`src/rtl/lrclk_pkg.sv`:
```
package lrclk_pkg;

    typedef enum logic {
        SIDE_LEFT  = 1'b0,
        SIDE_RIGHT = 1'b1
    } side_e;

    typedef struct packed {
        logic chan_start;
        logic half_last;
    } lrc_pulse_t;

    function automatic side_e other_side(input side_e s);
        return (s == SIDE_LEFT) ? SIDE_RIGHT : SIDE_LEFT;
    endfunction

    function automatic logic ws_level(input side_e s, input logic left_high);
        return (s == SIDE_LEFT) ? left_high : !left_high;
    endfunction

endpackage

```
`src/rtl/lrclk_cfg_hold.sv`:
```
module lrclk_cfg_hold #(
    parameter int CNT_W = 11
) (
    input  logic             clk,
    input  logic             rst,
    input  logic             load,
    input  logic [CNT_W-1:0] in_bits,
    input  logic             in_uneven,
    input  logic             in_lhigh,
    output logic [CNT_W-1:0] q_bits,
    output logic             q_uneven,
    output logic [CNT_W-1:0] eff_bits,
    output logic             eff_uneven,
    output logic             eff_lhigh
);
    logic q_lhigh;

    always_ff @(posedge clk) begin
        if (rst) begin
            q_bits   <= '0;
            q_uneven <= 1'b0;
            q_lhigh  <= 1'b1;
        end else if (load) begin
            q_bits   <= in_bits;
            q_uneven <= in_uneven;
            q_lhigh  <= in_lhigh;
        end
    end

    // Settings that apply from this edge onward
    always_comb begin
        eff_bits   = load ? in_bits   : q_bits;
        eff_uneven = load ? in_uneven : q_uneven;
        eff_lhigh  = load ? in_lhigh  : q_lhigh;
    end

endmodule

```
`src/rtl/lrclk_seq.sv`:
```
module lrclk_seq
    import lrclk_pkg::*;
#(
    parameter int CNT_W = 11
) (
    input  logic             clk,
    input  logic             rst,
    input  logic             tick,
    input  logic             master_en,
    input  logic             live_lhigh,
    input  logic [CNT_W-1:0] q_bits,
    input  logic             q_uneven,
    input  logic [CNT_W-1:0] eff_bits,
    input  logic             eff_uneven,
    input  logic             eff_lhigh,
    output logic             load,
    output logic             ws,
    output lrc_pulse_t       pulse
);
    localparam int POS_W = CNT_W + 1;

    side_e            side_q;
    side_e            side_nx;
    logic             running_q;
    logic [POS_W-1:0] pos_q;
    logic [POS_W-1:0] pos_inc;
    logic [POS_W-1:0] cur_last;
    logic             at_end;
    logic             ws_q;
    lrc_pulse_t       pulse_q;

    function automatic logic [POS_W-1:0] last_of(input side_e s,
                                                 input logic [CNT_W-1:0] b,
                                                 input logic u);
        return {1'b0, b} + ((s == SIDE_RIGHT && u) ? POS_W'(1) : POS_W'(0));
    endfunction

    always_comb begin
        cur_last = last_of(side_q, q_bits, q_uneven);
        at_end   = (pos_q == cur_last);
        pos_inc  = pos_q + POS_W'(1);
        side_nx  = other_side(side_q);
        load     = master_en && tick &&
                   (!running_q || (at_end && side_q == SIDE_RIGHT));
    end

    always_ff @(posedge clk) begin
        if (rst) begin
            running_q <= 1'b0;
            side_q    <= SIDE_LEFT;
            pos_q     <= '0;
            ws_q      <= live_lhigh;
            pulse_q   <= '0;
        end else begin
            pulse_q <= '0;
            if (!master_en) begin
                running_q <= 1'b0;
                side_q    <= SIDE_LEFT;
                pos_q     <= '0;
                ws_q      <= live_lhigh;
            end else if (!running_q) begin
                if (tick) begin
                    running_q         <= 1'b1;
                    side_q            <= SIDE_LEFT;
                    pos_q             <= '0;
                    ws_q              <= ws_level(SIDE_LEFT, eff_lhigh);
                    pulse_q.chan_start <= 1'b1;
                    pulse_q.half_last  <= (eff_bits == '0);
                end else begin
                    ws_q <= live_lhigh;
                end
            end else if (tick) begin
                if (at_end) begin
                    side_q            <= side_nx;
                    pos_q             <= '0;
                    ws_q              <= ws_level(side_nx, eff_lhigh);
                    pulse_q.chan_start <= 1'b1;
                    pulse_q.half_last  <=
                        (last_of(side_nx, eff_bits, eff_uneven) == '0);
                end else begin
                    pos_q             <= pos_inc;
                    pulse_q.half_last <= (pos_inc == cur_last);
                end
            end
        end
    end

    assign ws    = ws_q;
    assign pulse = pulse_q;

endmodule

```
`src/rtl/lrclk_frame_gen.sv`:
```
module lrclk_frame_gen
    import lrclk_pkg::*;
#(
    parameter int CNT_W = 11
) (
    input  logic             clk,
    input  logic             rst,
    input  logic             bclk_tick,
    input  logic             master_en,
    input  logic             left_is_high,
    input  logic [CNT_W-1:0] chan_bits_m1,
    input  logic             uneven_en,
    output logic             ws,
    output logic             chan_start,
    output logic             half_strobe
);
    logic             cfg_load;
    logic [CNT_W-1:0] q_bits;
    logic             q_uneven;
    logic [CNT_W-1:0] eff_bits;
    logic             eff_uneven;
    logic             eff_lhigh;
    lrc_pulse_t       pulse;

    lrclk_cfg_hold #(.CNT_W(CNT_W)) cfg_i (
        .clk        (clk),
        .rst        (rst),
        .load       (cfg_load),
        .in_bits    (chan_bits_m1),
        .in_uneven  (uneven_en),
        .in_lhigh   (left_is_high),
        .q_bits     (q_bits),
        .q_uneven   (q_uneven),
        .eff_bits   (eff_bits),
        .eff_uneven (eff_uneven),
        .eff_lhigh  (eff_lhigh)
    );

    lrclk_seq #(.CNT_W(CNT_W)) seq_i (
        .clk        (clk),
        .rst        (rst),
        .tick       (bclk_tick),
        .master_en  (master_en),
        .live_lhigh (left_is_high),
        .q_bits     (q_bits),
        .q_uneven   (q_uneven),
        .eff_bits   (eff_bits),
        .eff_uneven (eff_uneven),
        .eff_lhigh  (eff_lhigh),
        .load       (cfg_load),
        .ws         (ws),
        .pulse      (pulse)
    );

    assign chan_start  = pulse.chan_start;
    assign half_strobe = pulse.half_last;

endmodule

```
`config.mk`:
```
export PLATFORM = sky130hd
export DESIGN_NAME = lrclk_frame_gen
export DESIGN_NICKNAME = d
export VERILOG_FILES = /design/src/rtl/lrclk_pkg.sv /design/src/rtl/lrclk_cfg_hold.sv /design/src/rtl/lrclk_seq.sv /design/src/rtl/lrclk_frame_gen.sv
export SDC_FILE = /design/constraint.sdc
export NUM_CORES = 1
export LEC_CHECK = 0
export ABC_AREA = 1
export BUFFER_PORTS_ARGS = -buffer_cell sky130_fd_sc_hd__buf_2
export CAP_MARGIN = 20
export CORE_MARGIN = 2
export CORE_UTILIZATION = 45
export CTS_BUF_LIST = sky130_fd_sc_hd__clkbuf_4 sky130_fd_sc_hd__clkbuf_8
export DETAILED_ROUTE_END_ITERATION = 16
export SLEW_MARGIN = 20
export SYNTH_ARGS = -nofsm -noshare
export SYNTH_HDL_FRONTEND = slang
export SYNTH_SLANG_ARGS = --single-unit
```
`constraint.sdc`:
```
create_clock -name clk -period 7.1 [get_ports clk]
set_input_delay 2.13 -clock clk [delete_from_list [all_inputs] [get_ports clk]]
set_output_delay 2.13 -clock clk [all_outputs]
set_load 0.005 [all_outputs]
```
=== Yosys cells after proc, flatten, opt, wreduce, memory -nomap -nowiden ===
Index checks and enable logic that the tools add are counted.
W data, S select, Z words.

* Flip-flop bits (word level): 30
* Bits of input ports: 17
* Output and inout bits: 3
* Word-level logic and storage cells: 59

* $add $sub $neg: 3
* Eq/ne operators: 5
* Mux-type cells: 28
* Bitwise gates (word level): 1
* Reduce and logical (&&, ||, !) cells: 13

{| class="wikitable"
|+ Operator list
! operator !! number
|-
| $mux W12 || 4
|-
| $add A11 B12 Y12 || 2
|-
| $eq A12 B12 Y1 || 2
|-
| $mux W1 || 20
|-
| $add A12 B1 Y12 const B || 1
|-
| $logic_not A12 Y1 || 1
|-
| $logic_not A11 Y1 || 1
|-
| $mux W11 || 1
|-
| $ne A4 B4 Y1 const B || 2
|-
| $mux W2 || 3
|-
| $logic_and A1 B1 Y1 || 5
|-
| $reduce_and A2 Y1 || 2
|-
| $logic_not A1 Y1 || 2
|-
| $ne A2 B2 Y1 const B || 1
|-
| $reduce_or A2 Y1 || 1
|-
| $logic_or A1 B1 Y1 || 1
|-
| $not A1 Y1 || 1
|}

=== Logic depth before layout (Yosys ltp) ===
Gate-level depths: netlist of the first run.

* Depth in word-level cells: 15
* Mapped depth: 32
* Gate-level depth less buffers: 31

=== Cells and area by module ===
A second synthesis of the first run with hierarchy kept.

* Cell total of the unflattened synthesis: 460
* Area total of the unflattened synthesis: 2,670.1 um2

{| class="wikitable"
|+ By module, submodules not included
! module !! times used !! cells an instance !! area an instance (um2) !! sequential area each (um2)
|-
| lrclk_seq || 1 || 355 || 1,926.8 || 350.3
|-
| lrclk_cfg_hold || 1 || 105 || 743.2 || 260.2
|}

=== Worst setup path before layout of the first run ===
OpenSTA, ideal clock, no wires.

* Path kind: input -> register
* Start point: in bclk_tick
* End point: reg seq_i.pulse_q, in the netlist seq_i.pulse[0]
* Library setup time: 0.067 ns
* Arrival: 4.467 ns
* Required time: 7.033 ns
* Setup slack: 2.565 ns
* Stages on the path: 20
* Buffers on the path: 2
* Cells stage by stage: buf_2 clkinv_1 nor2_1 inv_1 nand2_4 nand2_4 buf_6 mux2i_1 nor2_1 ha_1 ha_1 nor4_1 nand2_1 clkinv_1 nand2_1 nor2_1 nand2_1 nor2_1 nand2_1 a21oi_2

* Longest elaborated chain between the ends: 10
* Elaborated cells on any way between the ends: 13
* Classes of those cells: 1 x add/sub; 7 x mux; 5 x reduce/logical

{| class="wikitable"
|+ Ends and longest elaborated chain
! item !! line !! text
|-
| start, declared || lrclk_frame_gen.sv:8 || <nowiki>input logic bclk_tick,</nowiki>
|-
| $logic_and A1 B1 Y1 (2 in a row) || lrclk_seq.sv:43 || <nowiki>load = master_en && tick &&</nowiki>
|-
| $mux W1 || lrclk_cfg_hold.sv:33 || <nowiki>eff_uneven = load ? in_uneven : q_uneven;</nowiki>
|-
| $logic_and A1 B1 Y1 || lrclk_seq.sv:35 || <nowiki>return {1'b0, b} + ((s == SIDE_RIGHT && u) ? POS_W'(1) : POS_W'(0));</nowiki>
|-
| $mux W1 || lrclk_seq.sv:35 ||
|-
| $add A11 B12 Y12 || lrclk_seq.sv:35 ||
|-
| $logic_not A12 Y1 || lrclk_seq.sv:79 || <nowiki>(last_of(side_nx, eff_bits, eff_uneven) == '0);</nowiki>
|-
| $mux W1 || lrclk_seq.sv:73 || <nowiki>if (at_end) begin</nowiki>
|-
| $mux W2 || lrclk_seq.sv:72 || <nowiki>end else if (tick) begin</nowiki>
|-
| $mux W2 * || lrclk_seq.sv:61 || <nowiki>end else if (!running_q) begin</nowiki>
|-
| end, declared || lrclk_seq.sv:30 || <nowiki>lrc_pulse_t pulse_q;</nowiki>
|}

Every way passes the cells marked *; elsewhere a longest branch is shown, timed or not.
A chain may end at the register's enable or synchronous reset.

=== Worst setup path after layout of the first run ===
Ends and elaborated chain as after synthesis.

==> results of run 1 <==
## registers in the layout (all words and copies together) (netlist names)
name and cells:
cfg_i.q_bits 11, cfg_i.q_lhigh 1, cfg_i.q_uneven 1, seq_i.pos_q 12, seq_i.pulse 2, seq_i.running_q 1, seq_i.side_q 1, seq_i.ws 1
## worst max-delay path, delay by kind of cell
kind,cells,cell delay (ns)
AOI/OAI and AO/OA,1,0.12
adders and majority gates,2,0.48
buffers and inverters,4,0.69
muxes,1,0.26
and+or+nand+nor,11,1.29
## stage by stage
step | hold WS, ns | area [um2] | power [mW]
after floorplan | 0.4345 | 2445 | 0.2659
after global placement | 0.4659 | 2587 | 0.2899
after detailed placement | 0.4625 | 2587 | 0.2901
after CTS | 0.4846 | 2683 | 0.4358
after global routing | 0.5180 | 2683 | 0.4575
final | 0.4906 | 2683 | 0.4327
## Yosys cell counts (4+ instances only)
| cell | instances |
|---|---|
| a21oi_1 | 11 |
| clkinv_1 | 6 |
| xnor2_1 | 4 |
| nor2_1 | 46 |
| nand3_2 | 4 |
| nand3_1 | 43 |
| ha_1 | 5 |
| nand2_2 | 10 |
| nand2_1 | 109 |
| xor2_1 | 16 |
| nor2_2 | 4 |
| nor3_1 | 4 |
| o22ai_1 | 4 |
| inv_1 | 51 |
| nand4_1 | 4 |
| nor2_4 | 4 |
| dfxtp_1 | 29 |
| o21ai_0 | 7 |
## kinds of logic after synthesis
group / after synthesis / share of synthesized area, %
AND/OR/NAND/NOR: 239 / 45.45
buffers and inverters: 64 / 10.54
AO/OA/AOI/OAI: 33 / 8.239
flip-flops: 30 / 24.97
XOR/XNOR: 21 / 7.830
adder cells (fa/ha/maj): 5 / 2.559
multiplexers: 1 / 0.4094
## metal layers
| layer | part of all wire, % | wire [um] | GRT usage [%] | vias to the layer above |
|---|---|---|---|---|
| met5 | 0 | 0 | 0 | - |
| met4 | 2.2 | 133 | 7.500 | 0 |
| met3 | 2.2 | 136 | 3.140 | 10 |
| met2 | 49 | 2990 | 37.84 | 34 |
| met1 | 46 | 2817 | 27.23 | 1011 |
| li1 | - | - | - | 1279 |
## power by group
part	total, mW	internal [mW]	switching (mW)
clock	0.146	0.0778	0.0684
sequential	0.184	0.176	0.00738
combinational	0.103	0.0351	0.0676
## cell type report
| type | instances | area (um2) | share of cell area, % |
|---|---|---|---|
| clock inverters | 2 | 12.51 | 0.4664 |
| inverters | 58 | 217.7 | 8.116 |
| clock buffers | 6 | 82.58 | 3.078 |
| repair buffers | 19 | 95.09 | 3.545 |
| well taps | 70 | 87.58 | 3.265 |
| multi-input cells | 299 | 1577 | 58.77 |
| flip-flops and latches | 30 | 610.6 | 22.76 |
## final timing paths
| check | endpoint | slack [ns] | cells past startpoint |
|---|---|---|---|
| setup / recovery | seq_i.pulse[0] | 2.32 | 19 |
| hold / removal | cfg_i.q_lhigh | 0.49 | 2 |
| setup reg to reg | seq_i.pulse[0] | 3.10 | 27 |
| hold reg to reg | cfg_i.q_lhigh | 0.49 | 2 |
==> impl_metrics.tcl, run 1 <==
set metrics [dict create \
    path_clk_slew_ns 0.07 \
    routedWlPerCell_um 12.56 \
    yosysSeqAreaShare_pct 24.97 \
    period_minus_slack_ns 4.777 \
    syn_area_per_cell_um2 6.221 \
    die-width_um 77.71 \
    dpl.hpwl_mm 4.939 \
    synth_top_area_share_pct 23.75 \
    max-cap-violations 0 \
    status "complete, no violations" \
    netlist_area_um2 2445 \
    antenna_found_initial 0 \
    die_area_um2 6039 \
    area_growth_pct 9.724 \
    cts_sinks 30 \
    period_share_pct 67.28 \
    synth_seq_cells 30 \
    fin_ws_ns 2.323 \
    drive_gt1_share_pct 14.49 \
    synthArstFlopShare_pct 0 \
    synth_cell_type_count 41 \
    io_pins 20 \
    grt_max_degree 18 \
    r2r_start "seq_i.side_q" \
    clock_path_buffers 2 \
    setup_viol 0 \
    synth-edff-count 1 \
    post_cts_buffers 0 \
    vias 2334 \
    fp.dieH_um 77.71 \
    timing.fmax_mhz 209.3 \
    antennaDiodeCount 0 \
    drt-initial-drc-count 88 \
    crit_path_max_incr_delay_ns 0.32 \
    viasPerCell 4.822 \
    p_per_area_nw_per_um2 161.3 \
    setup_tns_ns 0 \
    wirelength_mm 6.077 \
    synth_top_cell_by_area "dfxtp_1" \
    port_buffers 19 \
    layout_common_cells "109 x nand2_1, 51 x inv_1, 46 x nor2_1, 43 x nand3_1, 29 x dfxtp_1" \
    synth_cells 393 \
    place.gp.congestion 0.8518 \
    first_global_vias 2187 \
    coreArea_um2 5172 \
    final_cells 484 \
    first_pass_iters 4 \
    cts_root_buf "clkbuf_8" \
    final_max_slew_viol_count 0 \
    ctsHoldBuffers 0 \
    leakage_nw 1.170 \
    grt_overflow_total 0 \
    clkLatencyLatePin_ns 0.29 \
    hold_viol 0 \
    synth_area_leaders "dfxtp_1 24%, nand2_1 17%, nand3_1 8.8%" \
    start_kind "primary input" \
    slew_headroom_pct 42.04 \
    track_usage_pct 21.73 \
    place_inst 476 \
    final_common_cell "nand2_1" \
    synth_nets 415 \
    n_fill_cell 555 \
    rsz0062_at_grt "no" \
    final_nets 435 \
    hold_start "cfg_i.q_lhigh" \
    peakVddDrop_uv 81.78 \
    tightest_slew_ns 0.8663 \
    cp_cell_sequence "buf_2 > clkinv_1 > nor2_1 > inv_1 > nand2_4 > nand2_4 > mux2i_1 > nor2_1 > ha_1 > ha_1 > nor4_1 > nand2_1 > clkinv_1 > nand2_1 > nor2_1 > nand2_1 > nor2_1 > nand2_1 > a21oi_2" \
    grt_pass1_wl_mm 10.31 \
    crit_fanout 17 \
    start_util_pct 47.27 \
    slowest_stage "clkinv_1" \
    cts_buffers 5 \
    fin_skew_ns 0.007394 \
    hold_path.class "reg2reg" \
    cts_tree "yes" \
    synth_flop_cell "dfxtp_1" \
    drc 0 \
    ant_nets 0 \
    worstSetupEndpointType "register" \
    dp_worst_setup_slack_ns 2.042 \
    ctsResizeCount 0 \
    cp-startpoint "bclk_tick" \
    num_rows 26 \
    fin_util_pct 51.86 \
    worst-setup-path-type "in2reg" \
    htreeDepth 2 \
    cp_data_arrival_time_ns 4.99 \
    ys_warn_count 0 \
    crit_required_ns 7.31 \
]
Power figures use the tool's default switching activity.
==> inputs of run 2 (changes only) <==
PLACE_DENSITY = 0.65   (was unset)
clock period = 4.1 ns   (was 7.1 ns; I/O delays follow)
==> run 2 against run 1 <==
  * Hold slack lost 0.022 ns
  * Count of clock-buffer cells in the layout unchanged
  * Global-route usage shrank 1.1 points
==> impl_metrics.tcl, run 2 (synthesis gave the netlist of run 1 again) <==
set metrics [dict create \
    crit_required_ns 4.32 \
    seq_power_share_pct 38.9 \
    layout_common_cells "109 x nand2_1, 51 x inv_1, 45 x nor2_1, 43 x nand3_1, 28 x dfxtp_1" \
    hold_start "cfg_i.q_lhigh" \
    port_buffers 19 \
    largest_register_ffs 12 \
    fin_util_pct 53.75 \
    first_pass_iters 4 \
    cts_tree "yes" \
    num_rows 26 \
    max-cap-violations 0 \
    r2r_start "seq_i.side_q" \
    worstSetupEndpointType "register" \
    io_pins 20 \
    crit_fanout 17 \
    hold_viol 0 \
    clkLatencyLatePin_ns 0.29 \
    whs_path_depth 2 \
    r2r-end "seq_i.pulse[0]" \
    timing.fmax_mhz 272.8 \
    path_clk_slew_ns 0.07 \
    grt_max_degree 18 \
    final_common_cell "nand2_1" \
    status "complete, no violations" \
    fp.dieH_um 77.71 \
    cp_data_arrival_time_ns 3.89 \
    die_area_um2 6039 \
    crit_path_max_incr_delay_ns 0.36 \
    p_per_area_nw_per_um2 293.4 \
    area_growth_pct 13.72 \
    fin_skew_ns 0.006612 \
    antennaDiodeCount 0 \
    wirelength_mm 5.917 \
    setup_tns_ns 0 \
    drive_gt1_share_pct 16.90 \
    place.gp.congestion 0.8835 \
    final_nets 441 \
    combPwrFrac_pct 23.6 \
    antenna_found_initial 0 \
    n_fill_cell 527 \
    start_kind "register" \
    hold_path.class "reg2reg" \
    dpl.hpwl_mm 4.654 \
    leakage_nw 1.198 \
    setup_viol 0 \
    htreeDepth 2 \
    crit_path_frequent_cell "nand2_1" \
    swShare_pct 30.90 \
    first_global_vias 2175 \
    rr_worst_depth 28 \
    period_share_pct 89.40 \
    start_util_pct 47.27 \
    internal_power_uw 563.7 \
    coreArea_um2 5172 \
    ant_nets 0 \
    routedWlPerCell_um 12.08 \
    track_usage_pct 20.65 \
    tightest_slew_ns 0.5645 \
    grt_pass1_wl_mm 9.853 \
    peakVddDrop_uv 156.4 \
    drt-initial-drc-count 87 \
    period_minus_slack_ns 3.666 \
    p_sw_uw 252.1 \
    final_max_slew_viol_count 0 \
    cts_buffers 5 \
    grt_overflow_total 0 \
    slowest_stage "dfxtp_2" \
    cts_root_buf "clkbuf_8" \
    vias 2458 \
    clock_path_buffers 2 \
    hold_end "cfg_i.q_lhigh" \
    worst-setup-path-type "reg2reg" \
    regMostFlops "seq_i.pos_q" \
    viasPerCell 5.016 \
    slew_headroom_pct 62.32 \
    rsz0062_at_grt "no" \
    whs_ns 0.4689 \
    p_clk_share_pct 37.5 \
    reg2reg_slack_ns 0.43 \
    drc 0 \
    die-width_um 77.71 \
    cts_sinks 30 \
]
run 2: worst max-delay path by stage:
stage | start | endpoint | slack [ns] | depth (start not counted)
after global placement | bclk_tick | seq_i.pulse[0] | 0.29 | 19
after CTS | seq_i.side_q | seq_i.pulse[0] | 0.17 | 28
after detailed placement | seq_i.side_q | seq_i.pulse[0] | 0.18 | 28
final | seq_i.side_q | seq_i.pulse[0] | 0.43 | 28
after floorplan | bclk_tick | seq_i.pulse[0] | 0.47 | 20
after global routing | seq_i.side_q | seq_i.pulse[0] | 0.02 | 29
run 2: critical path: cells and delay by family, from the launching register on:
kind | cells | cell delay [ns]
buffers and inverters | 2 | 0.10
adder cells (fa/ha/maj) | 4 | 0.85
AO/OA/AOI/OAI | 1 | 0.10
multiplexers | 1 | 0.22
AND/OR/NAND/NOR | 20 | 1.98
flip-flops | 1 | 0.36
run 2: power groups by stage:
stage / Clock (mW) / Sequential [mW] / Combinational, mW
4_1_cts: 0.311 / 0.317 / 0.178
6_report: 0.306 / 0.317 / 0.193
2_1_floorplan: 0 / 0.321 / 0.140
5_1_grt: 0.328 / 0.319 / 0.217
3_5_place_dp: 0 / 0.324 / 0.177
3_3_place_gp: 0 / 0.324 / 0.177
run 2: final cells by class:
type | instances | area [um2] | area share [%]
clock inverter | 2 | 37.54 | 1.350
inverter | 58 | 217.7 | 7.831
clock buffer | 6 | 76.32 | 2.745
timing repair buffer | 25 | 140.1 | 5.040
tap | 70 | 87.58 | 3.150
sequential | 30 | 611.8 | 22.01
multi-input combinational | 299 | 1609 | 57.88
run 2: per-stage QoR:
step           setup WS, ns  total power, mW  area, um2  std cells
2_1_floorplan        0.4654           0.4604       2445        393
3_3_place_gp         0.2900           0.5005       2603        478
3_5_place_dp         0.1824           0.5011       2603        478
4_1_cts              0.1722           0.8067       2716        486
5_1_grt             0.01785           0.8647       2780        490
6_report             0.4345           0.8157       2780        490
run 2: repair_timing:
| item | CTS | global route |
|---|---|---|
| hold buffers | 0 | 0 |
| buffers inserted | 0 | 4 |
| resized for setup | 0 | 8 |
| endpoints found under the setup margin | 0 | 1 |
run 2: metal layers:
| layer | vias up | global-route usage (%) | share of wire, % | wire length [um] |
|---|---|---|---|---|
| li1 | 1290 | - | - | - |
| met3 | 9 | 3.372 | 3.5 | 207 |
| met1 | 1099 | 25.56 | 46 | 2729 |
| met5 | - | 0 | 0 | 0 |
| met4 | 0 | 6.071 | 1.5 | 90 |
| met2 | 60 | 36.55 | 49 | 2889 |
